--- config.mk ---
export PLATFORM = sky130hd
export DESIGN_NAME = chreg_dma_ctl
export DESIGN_NICKNAME = d
export VERILOG_FILES = /design/src/rtl/chreg_pkg.sv /design/src/rtl/chreg_ctl_merge.sv /design/src/rtl/chreg_status.sv /design/src/rtl/chreg_ptrsel.sv /design/src/rtl/chreg_dma_ctl.sv
export SDC_FILE = /design/constraint.sdc
export NUM_CORES = 1
export LEC_CHECK = 0
export BUFFER_PORTS_ARGS = -buffer_cell sky130_fd_sc_hd__buf_2
export CORE_MARGIN = 3
export CORE_UTILIZATION = 31
export DETAILED_ROUTE_END_ITERATION = 12
export PLACE_DENSITY = 0.61
export SYNTH_ARGS = -nofsm -noshare
export SYNTH_HDL_FRONTEND = slang
export SYNTH_SLANG_ARGS = --single-unit
--- constraint.sdc ---
create_clock -name clk -period 2.1 [get_ports clk]
set_input_delay 0.315 -clock clk [delete_from_list [all_inputs] [get_ports clk]]
set_output_delay 0.315 -clock clk [all_outputs]
set_load 0.01 [all_outputs]
--- src/rtl/chreg_pkg.sv ---
// Package: shared bit positions, register offsets and the stored status
// type of the DMA channel register block.
// Assumes a 32-bit register word split into a 16-bit mask and 16-bit values.
package chreg_pkg;

    localparam int unsigned DATA_W   = 32;
    localparam int unsigned HALF_W   = DATA_W / 2;
    localparam int unsigned DEV_W    = 4;

    // Status / control bit positions (software decodes these).
    localparam int unsigned B_RUN    = 15;
    localparam int unsigned B_PAUSE  = 14;
    localparam int unsigned B_FLUSH  = 13;
    localparam int unsigned B_WAKE   = 12;
    localparam int unsigned B_DEAD   = 11;
    localparam int unsigned B_ACTIVE = 10;
    localparam int unsigned B_BT     = 8;

    // Register offsets in words (address bits 6:2).
    localparam int unsigned OFF_CTRL = 0;
    localparam int unsigned OFF_STAT = 1;
    localparam int unsigned OFF_PTR  = 3;
    localparam int unsigned OFF_SEL0 = 4;
    localparam int unsigned NUM_SEL  = 3;
    localparam int unsigned PTR_LSBS = 4;

    // Stored status flags; FLUSH is not stored, it is the flush pulse.
    typedef struct packed {
        logic run;
        logic pause;
        logic wake;
        logic dead;
        logic active;
        logic bt;
    } chst_t;

endpackage

--- src/rtl/chreg_ctl_merge.sv ---
// Module: chreg_ctl_merge
// Computes the status that results from one masked control write, and
// whether that write requests a device flush. Purely combinational.
// Assumes: sequencer events are applied later by the caller.
module chreg_ctl_merge
    import chreg_pkg::*;
(
    input  chst_t               cur,
    input  logic [DATA_W-1:0]   wdata,
    output chst_t               nxt,
    output logic                flush_req
);

    logic [HALF_W-1:0] msk;
    logic [HALF_W-1:0] val;
    logic              unused_bits;

    assign msk = wdata[DATA_W-1:HALF_W];
    assign val = wdata[HALF_W-1:0];
    assign unused_bits = ^{msk[B_DEAD], msk[B_ACTIVE], msk[B_BT], val[B_DEAD],
                           val[B_ACTIVE], val[B_BT], msk[11:0], val[11:0]};

    // Apply software-owned bits, then re-derive ACTIVE and the flush need.
    always_comb begin
        nxt       = cur;
        flush_req = 1'b0;
        if (msk[B_RUN]) begin
            if (val[B_RUN]) begin
                nxt.run = 1'b1;
            end else begin
                nxt.run  = 1'b0;
                nxt.dead = 1'b0;
            end
        end
        if (msk[B_WAKE] && val[B_WAKE] && nxt.run) begin
            nxt.wake = 1'b1;
        end
        if (msk[B_PAUSE]) begin
            nxt.pause = val[B_PAUSE];
        end
        if (msk[B_FLUSH] && val[B_FLUSH]) begin
            flush_req = 1'b1;
        end
        if (nxt.pause || !nxt.run) begin
            nxt.active = 1'b0;
            flush_req  = 1'b1;
        end else if (msk[B_RUN] || msk[B_PAUSE]) begin
            nxt.active = 1'b1;
        end else if (msk[B_WAKE] && val[B_WAKE]) begin
            nxt.active = 1'b1;
        end
    end

endmodule

--- src/rtl/chreg_status.sv ---
// Module: chreg_status
// Holds the stored status flags, merges software control writes with
// sequencer events (sequencer applied last), and registers the one-cycle
// flush and kick pulses.
// Assumes: synchronous active-low reset; one control write per cycle at most.
module chreg_status
    import chreg_pkg::*;
(
    input  logic              clk,
    input  logic              rst_n,
    input  logic              ctrl_we,
    input  logic [DATA_W-1:0] wdata,
    input  logic              seq_fetch,
    input  logic              seq_stop,
    input  logic              seq_kill,
    input  logic              seq_bt_upd,
    input  logic              seq_bt_val,
    output chst_t             st,
    output logic              flush_o,
    output logic              kick_o
);

    chst_t st_q;
    chst_t st_sw;
    chst_t st_d;
    logic  sw_flush;

    chreg_ctl_merge u_merge (
        .cur       (st_q),
        .wdata     (wdata),
        .nxt       (st_sw),
        .flush_req (sw_flush)
    );

    // Next status: software update first, sequencer events override.
    always_comb begin
        st_d = ctrl_we ? st_sw : st_q;
        if (seq_fetch)  st_d.wake   = 1'b0;
        if (seq_stop)   st_d.active = 1'b0;
        if (seq_kill) begin
            st_d.dead   = 1'b1;
            st_d.active = 1'b0;
        end
        if (seq_bt_upd) st_d.bt     = seq_bt_val;
    end

    // Status flags and the flush/kick pulse registers.
    always_ff @(posedge clk) begin
        if (!rst_n) begin
            st_q    <= '0;
            flush_o <= 1'b0;
            kick_o  <= 1'b0;
        end else begin
            st_q    <= st_d;
            flush_o <= ctrl_we && sw_flush;
            kick_o  <= ctrl_we && st_d.active;
        end
    end

    assign st = st_q;

    p_active_rise_r3: assert property (@(posedge clk) disable iff (!rst_n)
        $rose(st_q.active) |-> $past(ctrl_we));
    p_kick_active_r3: assert property (@(posedge clk) disable iff (!rst_n)
        kick_o |-> st_q.active);
    p_run_fall_r4: assert property (@(posedge clk) disable iff (!rst_n)
        $fell(st_q.run) |-> (!st_q.dead && !st_q.active));
    p_flush_cause_r7: assert property (@(posedge clk) disable iff (!rst_n)
        flush_o |-> $past(ctrl_we));
    p_dead_rise_r12: assert property (@(posedge clk) disable iff (!rst_n)
        $rose(st_q.dead) |-> $past(seq_kill));

endmodule

--- src/rtl/chreg_ptrsel.sv ---
// Module: chreg_ptrsel
// Holds the aligned descriptor pointer (write-locked while the channel is
// active) and the condition-select words, one generated register each.
// Assumes: offsets are word offsets; writes are full words.
module chreg_ptrsel
    import chreg_pkg::*;
#(
    parameter int unsigned OFF_W = 5
) (
    input  logic                       clk,
    input  logic                       rst_n,
    input  logic                       we,
    input  logic [OFF_W-1:0]           off,
    input  logic [DATA_W-1:0]          wdata,
    input  logic                       active,
    output logic [DATA_W-1:0]          ptr_o,
    output logic [NUM_SEL*DATA_W-1:0]  sel_o
);

    localparam logic [OFF_W-1:0] PTR_OFF = OFF_W'(OFF_PTR);

    logic [DATA_W-1:0] ptr_q;

    // Descriptor pointer: accepted only while inactive, low bits forced to 0.
    always_ff @(posedge clk) begin
        if (!rst_n) begin
            ptr_q <= '0;
        end else if (we && off == PTR_OFF && !active) begin
            ptr_q <= {wdata[DATA_W-1:PTR_LSBS], {PTR_LSBS{1'b0}}};
        end
    end

    assign ptr_o = ptr_q;

    for (genvar g = 0; g < NUM_SEL; g++) begin : g_sel
        localparam logic [OFF_W-1:0] MY_OFF = OFF_W'(OFF_SEL0 + g);
        logic [DATA_W-1:0] sel_q;

        // One condition-select word, plain read/write storage.
        always_ff @(posedge clk) begin
            if (!rst_n) begin
                sel_q <= '0;
            end else if (we && off == MY_OFF) begin
                sel_q <= wdata;
            end
        end

        assign sel_o[g*DATA_W +: DATA_W] = sel_q;
    end

    p_ptr_hold_r10: assert property (@(posedge clk) disable iff (!rst_n)
        !$stable(ptr_q) |-> !$past(active));
    p_ptr_align_r10: assert property (@(posedge clk) disable iff (!rst_n)
        ptr_q[PTR_LSBS-1:0] == '0);

endmodule

--- src/rtl/chreg_dma_ctl.sv ---
// Module: chreg_dma_ctl (top)
// Register file of one DMA channel: decodes word offsets, routes control
// writes to the status logic, assembles the status word and the read mux.
// Assumes: full 32-bit accesses; offset from address bits 6:2.
module chreg_dma_ctl
    import chreg_pkg::*;
#(
    parameter int unsigned ADDR_W = 7
) (
    input  logic              clk,
    input  logic              rst_n,
    input  logic              reg_we,
    input  logic [ADDR_W-1:2] reg_addr,
    input  logic [31:0]       reg_wdata,
    output logic [31:0]       reg_rdata,
    input  logic [3:0]        dev_stat,
    input  logic              seq_fetch,
    input  logic              seq_stop,
    input  logic              seq_kill,
    input  logic              seq_bt_upd,
    input  logic              seq_bt_val,
    output logic              chan_active,
    output logic              dev_flush,
    output logic              seq_kick,
    output logic [31:0]       cmd_ptr,
    output logic [31:0]       intr_sel,
    output logic [31:0]       branch_sel,
    output logic [31:0]       wait_sel
);

    localparam int unsigned OFF_W = ADDR_W - 2;

    chst_t                      st;
    logic                       ctrl_we;
    logic [DATA_W-1:0]          stat_word;
    logic [NUM_SEL*DATA_W-1:0]  sel_flat;

    assign ctrl_we = reg_we && (reg_addr == OFF_W'(OFF_CTRL));

    chreg_status u_status (
        .clk        (clk),
        .rst_n      (rst_n),
        .ctrl_we    (ctrl_we),
        .wdata      (reg_wdata),
        .seq_fetch  (seq_fetch),
        .seq_stop   (seq_stop),
        .seq_kill   (seq_kill),
        .seq_bt_upd (seq_bt_upd),
        .seq_bt_val (seq_bt_val),
        .st         (st),
        .flush_o    (dev_flush),
        .kick_o     (seq_kick)
    );

    chreg_ptrsel #(.OFF_W(OFF_W)) u_ptrsel (
        .clk    (clk),
        .rst_n  (rst_n),
        .we     (reg_we),
        .off    (reg_addr),
        .wdata  (reg_wdata),
        .active (st.active),
        .ptr_o  (cmd_ptr),
        .sel_o  (sel_flat)
    );

    assign intr_sel    = sel_flat[0*DATA_W +: DATA_W];
    assign branch_sel  = sel_flat[1*DATA_W +: DATA_W];
    assign wait_sel    = sel_flat[2*DATA_W +: DATA_W];
    assign chan_active = st.active;

    // Assemble the software-visible status word.
    always_comb begin
        stat_word           = '0;
        stat_word[B_RUN]    = st.run;
        stat_word[B_PAUSE]  = st.pause;
        stat_word[B_FLUSH]  = dev_flush;
        stat_word[B_WAKE]   = st.wake;
        stat_word[B_DEAD]   = st.dead;
        stat_word[B_ACTIVE] = st.active;
        stat_word[B_BT]     = st.bt;
        stat_word[DEV_W-1:0] = dev_stat;
    end

    // Read mux by word offset; unused offsets return zero.
    always_comb begin
        if (reg_addr == OFF_W'(OFF_CTRL) || reg_addr == OFF_W'(OFF_STAT))
            reg_rdata = stat_word;
        else if (reg_addr == OFF_W'(OFF_PTR))
            reg_rdata = cmd_ptr;
        else if (reg_addr == OFF_W'(OFF_SEL0))
            reg_rdata = intr_sel;
        else if (reg_addr == OFF_W'(OFF_SEL0 + 1))
            reg_rdata = branch_sel;
        else if (reg_addr == OFF_W'(OFF_SEL0 + 2))
            reg_rdata = wait_sel;
        else
            reg_rdata = '0;
    end

    p_flush_pulse_r7: assert property (@(posedge clk) disable iff (!rst_n)
        dev_flush |-> reg_rdata[B_FLUSH] || !(reg_addr == OFF_W'(OFF_CTRL)));

endmodule

# After elaboration in Yosys (flattened, before gate mapping)
# Index checks and enable logic that the tools add are counted.
word_totals:
  reg_bits: 132
  inputBits: 49
  elab_cells: 60
classes:
  n_eq_ne: 6
  muxes: 19
  bitwise: 1
  n_reduce_logical: 22
op_table:
  columns: ["op", "n"]
  rows:
  - ["32-bit two-way mux", 5]
  - ["5-bit by 3-bit equality test with 1-bit output, second input constant", 3]
  - ["1-bit two-way mux", 12]
  - ["1-bit logical AND", 11]
  - ["5-bit by 1-bit equality test with 1-bit output, second input constant", 1]
  - ["5-bit by 2-bit equality test with 1-bit output, second input constant", 1]
  - ["5-bit zero test", 1]
  - ["2-bit nonzero test", 2]
  - ["1-bit logical OR", 3]
  - ["3-bit two-way mux", 1]
  - ["3-bit AND reduction", 1]
  - ["1-bit zero test", 2]
  - ["2-bit two-way mux", 1]
  - ["2-bit by 1-bit inequality test with 1-bit output, second input constant", 1]
  - ["2-bit AND reduction", 1]
  - ["2-bit OR reduction", 1]
  - ["1-bit NOT", 1]

# Depth between registers and ports, before layout
# Gate-level depths: netlist (run 1).
logic_depth:
  ltp_word: 9
  mapped_depth: 8

# Hierarchy
# Synthesis (run 1) repeated with hierarchy kept, for this count alone.
unflattened:
  hier_cells: 725
  hier_area_um2: 6470.0
by_module_without_submodules:
  columns: ["module", "n_inst", "cells_each", "area_per_inst_um2", "seq_area_each_um2"]
  rows:
  - ["chreg_ptrsel", 1, 448, 4589.4, 2482.4]
  - ["chreg_dma_ctl", 1, 241, 1496.4, 0.0]
  - ["chreg_status", 1, 26, 305.3, 160.2]
  - ["chreg_ctl_merge", 1, 10, 78.8, 0.0]

# Least setup slack after synthesis (run 1)
# OpenSTA, ideal clock, no wires.
synth_timing:
  path_type: "input to output"
  startpoint: "in reg_addr[6] (netlist name)"
  endpoint: "out reg_rdata[14]"
  arrival_ns: 1.736
  setup_slack_ns: 0.049
  stages: 5
  path_buffers: 1
  cell_sequence: "or4b_1 > clkbuf_1 > nor2_1 > a222oi_1 > o21ai_0"
synth_via:
  elab_chain_len: 6
  word_cells_on_any_way: 12
synth_rtl:
  columns: ["item", "line_no", "rtl"]
  rows:
  - ["from (decl)", "chreg_dma_ctl.sv:13", "input logic [ADDR_W-1:2] reg_addr,"]
  - ["5-bit by 3-bit equality test with 1-bit output", "chreg_dma_ctl.sv:94", "else if (reg_addr == OFF_W'(OFF_SEL0 + 2))"]
  - ["32-bit two-way mux", "chreg_dma_ctl.sv:94", null]
  - ["32-bit two-way mux", "chreg_dma_ctl.sv:92", "else if (reg_addr == OFF_W'(OFF_SEL0 + 1))"]
  - ["32-bit two-way mux", "chreg_dma_ctl.sv:90", "else if (reg_addr == OFF_W'(OFF_SEL0))"]
  - ["32-bit two-way mux", "chreg_dma_ctl.sv:88", "else if (reg_addr == OFF_W'(OFF_PTR))"]
  - ["32-bit two-way mux *", "chreg_dma_ctl.sv:86", "if (reg_addr == OFF_W'(OFF_CTRL) || reg_addr == OFF_W'(OFF_STAT))"]
  - ["to (decl)", "chreg_dma_ctl.sv:15", "output logic [31:0] reg_rdata,"]
# Mark *: on every way between the ends. The rest lies on a longest branch, timed or not.

# Worst setup path after layout (run 1)
layout_timing:
  startpoint: "in reg_addr[6] (netlist name)"
  endpoint: "out reg_rdata[9]"
# The elaborated chain is that of the path after synthesis.

==> summary.txt, run 1 <==
Timing
  • # setup viols final: 5
  • Fin crit period: 2119 ps
  • Max Slew Vio Count: 0
  • Fin crit share: 100.9%
  • Final WS setup: -19.08 ps
  • Fin. Hold Viols: 0
  • RSZ-0062 raised after global routing: yes
  • Max Freq: 471.9 MHz
  • Skew final: 10.59 ps

Yosys
  • Synth Cell Area: 0.006172 mm²
  • Synth async-reset ratio: 0%
  • Number of synthesized flops with an enable pin: 0
  • Synth top area share: 42.81%
  • Ys flop type: dfxtp_1
  • Synth Warn #: 0
  • Distinct cells, synth: 48
  • Post-synthesis cell count: 799
  • Leading area contributor after synthesis: dfxtp_1
  • Seq cells post-synth: 132
  • Register area share after synthesis: 42.81%
  • Syn_area_per_cell: 7.725 µm²
  • Ranking of synthesized cells by area: dfxtp_1 (43%), nand2_1 (18%), a21boi_0 (12%)

Layout
  • Area growth, synth to finish: 40.87%
  • # fillers: 1971
  • ANT cells: 0
  • Most frequent cells in the layout: nand2_1 (301), buf_2 (203), dfxtp_1 (132)
  • Final Instance Area: 0.008695 mm²
  • Sequential cell area: 0.002643 mm²
  • Multi-input logic area: 0.003456 mm²
  • Commonest non-fill, non-tap cell in the layout: nand2_1
  • Share of cells above drive strength 1: 33.20%
  • Final-stage net count: 1072

Drt
  • DR iter-0 viols: 359
  • Vias post-DR: 6421
  • Vias per cell: 4.954
  • Post-DRT Antenna Nets: 0
  • WL/cell: 18.02 µm
  • Final WL: 23.36 mm
  • # DRC: 0
  • First-pass DRT Iterations: 5

Status
  • Outcome: finished with violations
  • Violated checks: negative setup slack

Pwr
  • Internal: 4.450 mW
  • PD cells: 674.7 mW/mm²
  • Power share of the clock group: 48.4%
  • Leak Pwr: 3.676 nW
  • Total design power: 5.866 mW
  • Peak VDD IR: 0.4596 mV
  • Comb pwr share: 8.2%
  • Switching pwr: 1.417 mW
  • Sw Ratio: 24.15%
  • Sequential power share: 43.3%

Floorplanning
  • Starting density of the core: 32.24%
  • Core area: 0.01914 mm²
  • Die X: 147.1 µm
  • Row Count: 50
  • IO Count: 212
  • Die area: 0.02164 mm²
  • Die Y: 147.1 µm

GRT
  • First-pass GRT wire length: 35.67 mm
  • Largest net degree at the start of global routing: 49
  • Initial antenna violation count: 0
  • Gr ovfl total: 0
  • Gr usage total: 21.11%
  • Vias in the first global route: 6133

Critical path
  • Crit. End Element: primary output
  • Worst Setup Path Type: in -> out
  • Req. time, crit path: 1780 ps
  • Worst-path fanout max: 6
  • Worst Path Arrival: 1800 ps
  • Worst Setup Start Kind: primary input

CTS
  • Worst-Skew Late Latency: 410 ps
  • CTS tree: yes
  • CTS Buf Count: 17
  • Worst-path clk slew: 60 ps
  • # H-tree levels: 4
  • CTS Root Buffer Type: clkbuf_16
  • Clk buf depth: 2
  • Clock sink total: 132

Flow run
  • # Max-Cap Violations: 0

Placed design
  • Global placement routability congestion: 0.8585
  • Port bufs: 207
  • Placed inst area: 0.007863 mm²
  • Detail Placement HPWL: 16.65 mm

Min path
  • Hold Crit Class: in -> reg
## final timing paths
check	start	endpoint	slack, ps	cells after the start
worst max register to register	u_status.st[1]	u_ptrsel.ptr_o[6]	640	4
worst max-delay path	reg_addr[6]	reg_rdata[9]	-20	7
worst min register to register	u_ptrsel.ptr_o[25]	u_ptrsel.ptr_o[25]	460	2
worst min-delay path	seq_fetch	u_status.st[3]	80	2
## logic make-up (layout without fill, tap and decap cells)
kind of cell | Yosys count | count (layout) | share of synthesized area (%)
compound gates | 215 | 215 | 25.06
flops | 132 | 132 | 42.81
simple gates | 367 | 367 | 25.22
mux | 9 | 9 | 1.480
other cells | 1 | 4 | 0.06076
buf+inv | 75 | 309 | 5.372
## cells in the mapped netlist, types with 2 or more instances
master and number:
nand2_1 301, nor2_1 10, a21oi_1 30, nand2b_1 23
dfxtp_1 132, a21boi_1 25, a21boi_0 99, buf_4 5
o221ai_1 18, a22o_1 4, nor2b_1 8, a22oi_1 8
nor4bb_1 2, a222oi_1 4, clkbuf_1 55, buf_6 3
and2_1 2, inv_1 5, mux2i_1 8, o21ai_0 13
nand3_1 3, o22ai_1 4, buf_2 7, a31o_2 3
nor4_1 3, a221oi_1 2
## metal layers
| metal | up-vias | share of wire, % | track usage [%] |
|---|---|---|---|
| met3 | 18 | 7.5 | 5.089 |
| met4 | 0 | 1.3 | 5.312 |
| met5 | - | 0 | 0 |
| met1 | 3026 | 45 | 28.57 |
| met2 | 232 | 46 | 34.01 |
| li1 | 3145 | - | - |
## critical path, stage by stage
cell	delay, ps
buf_6	100
or4b_4	560
or2_4	280
buf_8	150
o221ai_2	180
nand2_1	80
buf_2	140
## per-stage QoR
stage | instances | hold WS, ps | setup TNS [ps] | setup slack [ps] | utilization (%)
6_report | 1296 | 76.73 | -44.53 | -19.08 | 45.42
5_1_grt | 1296 | 65.40 | -1026 | -77.78 | 45.42
4_1_cts | 1295 | 64.24 | -110.6 | -18.22 | 44.52
3_5_place_dp | 1262 | 458.4 | -4038 | -159.6 | 41.07
3_3_place_gp | 1262 | 453.2 | -4530 | -166.8 | 41.07
2_1_floorplan | 802 | 391.1 | 0 | 48.95 | -
## power by group through the flow
stage	Sequential (mW)	Clock, mW	Combinational (mW)
3_3_place_gp	2.60	0	0.450
6_report	2.54	2.84	0.482
5_1_grt	2.54	3.04	0.516
4_1_cts	2.54	2.90	0.462
2_1_floorplan	2.60	0	0.213
3_5_place_dp	2.60	0	0.452
## area by class of cell
type,instances,share of cell area [%]
repair buffers,272,19.33
well taps,260,3.742
clock inverters,12,1.209
inverters,5,0.2159
multi-input cells,595,39.75
clock buffers,20,5.368
flip-flops and latches,132,30.39
## timing repair
action	4_1_cts	5_1_grt
buffers inserted	1	1
hold buffers	0	0
endpoints found under the setup margin	32	32
resized for setup	18	29
hold endpoints to repair	0	0
pin swaps	0	4
cloned	0	0
## flip-flops by register name, indices dropped and copies added, names as in the netlist
register	flops
u_ptrsel.g_sel.sel_q	96
u_ptrsel.ptr_o	28
u_status.st	6
u_status.flush_o	1
u_status.kick_o	1
Note: power is estimated with default switching activity, not from simulation.
==> run 2, diff against run 1 <==
--- a/config.mk
+++ b/config.mk
@@ -5,11 +5,12 @@
 export SDC_FILE = /design/constraint.sdc
 export NUM_CORES = 1
 export LEC_CHECK = 0
+export ABC_CLOCK_PERIOD_IN_PS = 2100
 export BUFFER_PORTS_ARGS = -buffer_cell sky130_fd_sc_hd__buf_2
 export CORE_MARGIN = 3
 export CORE_UTILIZATION = 31
 export DETAILED_ROUTE_END_ITERATION = 12
-export PLACE_DENSITY = 0.61
+export PLACE_DENSITY_LB_ADDON = 0.05
 export SYNTH_ARGS = -nofsm -noshare
 export SYNTH_HDL_FRONTEND = slang
 export SYNTH_SLANG_ARGS = --single-unit
==> run 2 against run 1 <==
  * The run now ends clean
  * Setup slack better by 43 ps
  * Design area about the same
  * Utilization about the same
  * Sequential power about the same
  * Routed wire length up 4.7%
  * Largest cell class unchanged
==> summary.txt, run 2 (synthesis gave the netlist of run 1 again) <==
Floorplanning
  • Die X: 147.1 µm (unchanged)
  • Die area: 0.02164 mm² (unchanged)
  • Row Count: 50 (unchanged)
  • Die Y: 147.1 µm (unchanged)
  • Starting density of the core: 32.24% (unchanged)
  • IO Count: 212 (unchanged)
  • Core area: 0.01914 mm² (unchanged)

Placed design
  • Port bufs: 207 (unchanged)
  • Global placement routability congestion: 0.8148 (-5.1%)
  • Detail Placement HPWL: 17.09 mm (+2.6%)

GRT
  • Largest net degree at the start of global routing: 56 (+14%)
  • Initial antenna violation count: 0 (unchanged)
  • Vias in the first global route: 6085 (-0.78%)
  • Gr ovfl total: 0 (unchanged)
  • Gr usage total: 22.18% (+1.1 points)
  • First-pass GRT wire length: 37.18 mm (+4.3%)

Layout
  • Sequential cell area: 0.002643 mm² (unchanged)
  • Core Util, Final: 45.40% (about the same)
  • Multi-input logic area: 0.003428 mm² (-0.80%)
  • Share of cells above drive strength 1: 33.20% (unchanged)
  • # fillers: 2016 (+2.3%)
  • Max reg flops: 96 (unchanged)
  • Largest reg by FF count: u_ptrsel.g_sel.sel_q
  • Final-stage net count: 1073 (+0.093%)
  • Area growth, synth to finish: 40.81% (about the same)
  • Commonest non-fill, non-tap cell in the layout: nand2_1
  • ANT cells: 0 (unchanged)
  • Most frequent cells in the layout: nand2_1 (301), buf_2 (204), dfxtp_1 (132)

Critical path
  • Worst Setup Start Kind: primary input
  • Worst R2R Start: u_status.st[1]
  • Worst Setup Path Type: in -> out
  • Req. time, crit path: 1780 ps (about the same)
  • Cells along the critical path: buf_6 > or4b_4 > or2_4 > buf_12 > o221ai_2 > nand2_1 > buf_2
  • Cell depth of the worst flop-to-flop path: 4 (unchanged)
  • CP Capture Point: reg_rdata[17]
  • R2r setup slk: 760 ps (+120 ps)
  • CP peak stage delay: 540 ps (-20 ps)
  • Worst Path Arrival: 1760 ps (-40 ps)
  • Reg-to-reg endpoint: u_ptrsel.ptr_o[17]
  • Slowest CP cell: or4b_4
  • CP top delay family: simple AND/OR/NAND/NOR gates
  • Worst setup path start: reg_addr[6]
  • Crit. End Element: primary output
  • Worst-path fanout max: 12 (+6)
  • WP buf/inv: 3 (unchanged)
  • Stages on worst setup path: 7 (unchanged)

CTS
  • Clock sink total: 132 (unchanged)
  • Worst-Skew Late Latency: 430 ps (+20 ps)
  • CTS Buf Count: 17 (unchanged)
  • Clk buf depth: 2 (unchanged)
  • Worst-path clk slew: 60 ps (about the same)
  • CTS tree: yes
  • # H-tree levels: 4 (unchanged)
  • CTS Root Buffer Type: clkbuf_16
  • Hold buffers post-CTS: 0 (unchanged)

Drt
  • First-pass DRT Iterations: 5 (unchanged)
  • Post-DRT Antenna Nets: 0 (unchanged)
  • Vias per cell: 4.931 (-0.48%)
  • Final WL: 24.45 mm (+4.7%)
  • WL/cell: 18.86 µm (+4.7%)
  • Vias post-DR: 6390 (-0.48%)
  • # DRC: 0 (unchanged)
  • DR iter-0 viols: 376 (+4.7%)

Pwr
  • Peak VDD IR: 0.5211 mV (+13%)
  • Leak Pwr: 3.673 nW (about the same)
  • Total design power: 6.002 mW (+2.3%)
  • PD cells: 690.6 mW/mm² (+2.4%)

Timing
  • Fin. Hold Viols: 0 (unchanged)
  • Fin crit share: 98.88% (-2.0 points)
  • Fin crit period: 2077 ps (-42.53 ps)
  • Max Freq: 481.6 MHz (+2.0%)
  • RSZ-0062 raised after global routing: yes
  • Max Slew Vio Count: 0 (unchanged)
  • Skew final: 6.569 ps (-4.022 ps)
  • TNS Setup: 0 ps (+44.53 ps)
  • # setup viols final: 0 (-5)

Min path
  • Hold Crit Class: in -> reg
  • Hold path start: seq_fetch

Flow run
  • # Max-Cap Violations: 0 (unchanged)

Status
  • Outcome: finished, final reports clean
==> run 2: changes by cell type in the layout (fill, tap and decap cells not counted), moves of 2 or more <==
cell,before,now
clkinv_2,4,2
o221ai_4,3,0
clkbuf_1,0,3
o21ai_1,0,2
o221ai_2,15,18
o21ai_0,13,11
==> run 2: area by class of cell <==
| class | instances | share of cell area, % |
|---|---|---|
| clock buffer | 23 | 5.500 |
| inverter | 5 | 0.2591 |
| timing repair buffer | 273 | 19.48 |
| multi-input combinational | 595 | 39.45 |
| sequential | 132 | 30.41 |
| tap | 260 | 3.743 |
| clock inverter | 8 | 1.166 |
==> run 2: timing repair <==
item,CTS,global route
endpoints found under the setup margin,24,31
pin swaps,1,7
setup buffers,0,5
resized for setup,18,33
==> run 2: how the worst min path moves through the flow <==
stage | to | slack (ps) | cells after the start
6_report | u_status.st[3] | 80 | 2
5_1_grt | u_status.st[3] | 80 | 2
4_1_cts | u_status.st[3] | 70 | 2
3_5_place_dp | u_ptrsel.ptr_o[20] | 460 | 2
3_3_place_gp | u_ptrsel.ptr_o[15] | 450 | 2
2_1_floorplan | u_status.st[3] | 390 | 1
==> run 2: metrics by stage <==
| stage | hold WS (ps) | worst slack (ps) | instance area (µm²) | cells |
|---|---|---|---|---|
| 3_5_place_dp | 459.6 | -237.1 | 7823 | 1260 |
| 5_1_grt | 81.77 | -37.50 | 8691 | 1296 |
| 2_1_floorplan | 391.1 | 48.95 | 6183 | 802 |
| 4_1_cts | 71.08 | -12.18 | 8472 | 1291 |
| 3_3_place_gp | 454.4 | -248.5 | 7823 | 1260 |
| 6_report | 84.10 | 23.45 | 8691 | 1296 |
==> run 2: layer usage <==
metal / part of all wire, % / vias to the layer above / global-route usage (%) / wire length, µm
met5: 0 / - / 0 / 0
met1: 49 / 3016 / 31.26 / 11860
met3: 4.9 / 37 / 3.794 / 1204
met4: 2.1 / 0 / 6.897 / 525
li1: - / 3139 / - / -
met2: 44 / 198 / 34.75 / 10850
==> run 2: report_power, final <==
group / leakage (nW) / total [mW] / switching [mW] / internal [mW]
sequential: 1.06 / 2.54 / 0.0172 / 2.53
clock: 0.275 / 2.96 / 1.13 / 1.83
combinational: 2.33 / 0.498 / 0.282 / 0.215
==> run 3, diff against run 2 <==
--- a/config.mk
+++ b/config.mk
@@ -10,7 +10,7 @@
 export CORE_MARGIN = 3
 export CORE_UTILIZATION = 31
 export DETAILED_ROUTE_END_ITERATION = 12
-export PLACE_DENSITY_LB_ADDON = 0.05
+export PLACE_DENSITY_LB_ADDON = 0.25
 export SYNTH_ARGS = -nofsm -noshare
 export SYNTH_HDL_FRONTEND = slang
 export SYNTH_SLANG_ARGS = --single-unit
==> run 3 against run 2 <==
  * Clock-buffer cell count increased by 1
  * Critical path depth stayed put
  * Worst hold slack better by 2.8 ps
  * Die area did not move
  * Critical path type unchanged
  * The run now ends with negative setup slack left
  * Sequential share of layout area is essentially flat
  * Non-clock buffer count down 6
==> summary.txt, run 3 (synthesis gave the netlist of run 1 again) <==
Status
  • Outcome: finished with violations
  • Violated checks: negative setup slack

Drt
  • Vias post-DR: 6303 (-1.4%)
  • Vias per cell: 4.882 (-0.98%)
  • Final WL: 23.75 mm (-2.9%)
  • Routed wl met3: 1.448 mm (+20%)
  • DR iter-0 viols: 314 (-16%)
  • WL/cell: 18.39 µm (-2.5%)
  • # DRC: 0 (unchanged)
  • Met2 WL: 10.93 mm (+0.69%)
  • First-pass DRT Iterations: 5 (unchanged)
  • Post-DRT Antenna Nets: 0 (unchanged)
  • Met1 wire length: 11.08 mm (-6.6%)
  • Highest routing layer actually used: met4

Critical path
  • Slowest CP cell: or4b_4
  • Worst Path Arrival: 1810 ps (+50 ps)
  • Worst Setup Path Type: in -> out
  • WP buf/inv: 3 (unchanged)
  • Worst-path fanout max: 12 (unchanged)
  • Crit. End Element: primary output
  • CP top delay family: simple AND/OR/NAND/NOR gates
  • R2r setup slk: 770 ps (about the same)
  • Most frequent CP cell: buf_2
  • Req. time, crit path: 1780 ps (about the same)
  • CP peak stage delay: 530 ps (about the same)
  • Worst Setup Start Kind: primary input
  • Cells along the critical path: buf_2 > or4b_4 > or2_4 > buf_12 > o221ai_2 > nand2_1 > buf_2

Floorplanning
  • Die area: 0.02164 mm² (unchanged)
  • Die X: 147.1 µm (unchanged)
  • Die Y: 147.1 µm (unchanged)
  • Starting density of the core: 32.24% (unchanged)
  • Core area: 0.01914 mm² (unchanged)
  • IO Count: 212 (unchanged)
  • Row Count: 50 (unchanged)

GRT
  • Largest net degree at the start of global routing: 48 (-14%)
  • Gr ovfl total: 0 (unchanged)
  • Initial antenna violation count: 0 (unchanged)
  • Vias in the first global route: 6066 (-0.31%)
  • First-pass GRT wire length: 36.10 mm (-2.9%)
  • Gr usage total: 21.37% (-0.81 points)

Timing
  • Min Hold Slack: 86.85 ps (+2.754 ps)
  • Skew final: 6.925 ps (+0.3561 ps)
  • Fin crit share: 101.2% (+2.4 points)
  • RSZ-0062 raised after global routing: yes
  • Fin. Hold Viols: 0 (unchanged)
  • Final WS setup: -26.12 ps (-49.57 ps)
  • Max Freq: 470.3 MHz (-2.3%)
  • Max Slew Vio Count: 0 (unchanged)
  • Fin crit period: 2126 ps (+49.57 ps)
  • # setup viols final: 4 (+4)

Layout
  • # fillers: 1978 (-1.9%)
  • Area growth, synth to finish: 40.69% (about the same)
  • Final-stage net count: 1067 (-0.56%)
  • Post-Layout Cell Count: 1291 (-0.39%)
  • Sequential cell area: 0.002643 mm² (unchanged)
  • Core Util, Final: 45.36% (about the same)
  • Largest reg by FF count: u_ptrsel.g_sel.sel_q
  • Multi-input logic area: 0.003403 mm² (-0.73%)
  • ANT cells: 0 (unchanged)
  • Commonest non-fill, non-tap cell in the layout: nand2_1
  • Share of cells above drive strength 1: 32.30% (-0.91 points)
  • Max reg flops: 96 (unchanged)
  • Most frequent cells in the layout: nand2_1 (301), buf_2 (203), dfxtp_1 (132)

CTS
  • Clock sink total: 132 (unchanged)
  • Clk buf depth: 2 (unchanged)
  • # H-tree levels: 4 (unchanged)
  • CTS Root Buffer Type: clkbuf_16
  • CTS tree: yes
  • Worst-Skew Late Latency: 410 ps (-20 ps)
  • CTS Buf Count: 17 (unchanged)
  • Worst-path clk slew: 60 ps (about the same)

Pwr
  • Total design power: 6.014 mW (+0.19%)
  • PD cells: 692.5 mW/mm² (+0.28%)
  • Peak VDD IR: 0.5396 mV (+3.5%)
  • Leak Pwr: 3.675 nW (about the same)

Placed design
  • Placed Cells: 1256 (-0.32%)
  • Detail Placement HPWL: 16.61 mm (-2.8%)
  • Dpl ws: -109.4 ps (+127.7 ps)
  • Port bufs: 207 (unchanged)
  • Global placement routability congestion: 0.8525 (+4.6%)

Min path
  • Hold Crit Class: in -> reg

Flow run
  • # Max-Cap Violations: 0 (unchanged)
run 3: worst reg2reg max path, stage by stage, from the launching register on:
cell      delay [ps]
dfxtp_1          400
nor4bb_4         400
buf_4            250
nand2_1           70
a21boi_0         140
run 3: report_power, final:
| part | internal (mW) | total, mW | switching, mW |
|---|---|---|---|
| sequential | 2.53 | 2.54 | 0.0164 |
| clock | 1.87 | 2.98 | 1.11 |
| combinational | 0.212 | 0.490 | 0.278 |
| total | 4.61 | 6.01 | 1.41 |
run 3: per-stage QoR:
step                setup TNS [ps]  area (µm²)
floorplan                        0        6183
global placement             -1191        7855
detailed placement           -1453        7855
CTS                         -50.52        8493
global route                -631.2        8683
finish                      -37.01        8683
run 3: cell type report:
cell class / count / area share, %
Clock buffer: 24 / 5.663
Clock inverter: 8 / 1.138
Inverter: 5 / 0.2161
Multi-Input combinational cell: 595 / 39.19
Sequential cell: 132 / 30.43
Tap cell: 260 / 3.746
Timing Repair Buffer: 267 / 19.61
run 3: what timing repair did:
item                                    in CTS  in global routing
buffers inserted                             0                  2
pin swaps                                    0                  6
cloned                                       0                  1
endpoints found under the hold margin        0                  0
gates resized for setup                      9                 33
endpoints found under the setup margin      20                 32
hold buffers                                 0                  0
run 3: worst paths after layout:
path / start / depth (start not counted) / end
worst max-delay path: reg_addr[3] / 7 / reg_rdata[17]
worst min-delay path: seq_fetch / 2 / u_status.st[3]
worst max register to register: u_status.st[1] / 4 / u_ptrsel.ptr_o[31]
worst min register to register: u_ptrsel.g_sel[1].sel_q[2] / 2 / u_ptrsel.g_sel[1].sel_q[2]
run 3: per-layer routing:
metal | up-vias | global-route usage, %
li1 | 3131 | -
met1 | 2957 | 29.89
met2 | 197 | 33.78
met3 | 18 | 4.904
met4 | 0 | 4.706
met5 | - | 0
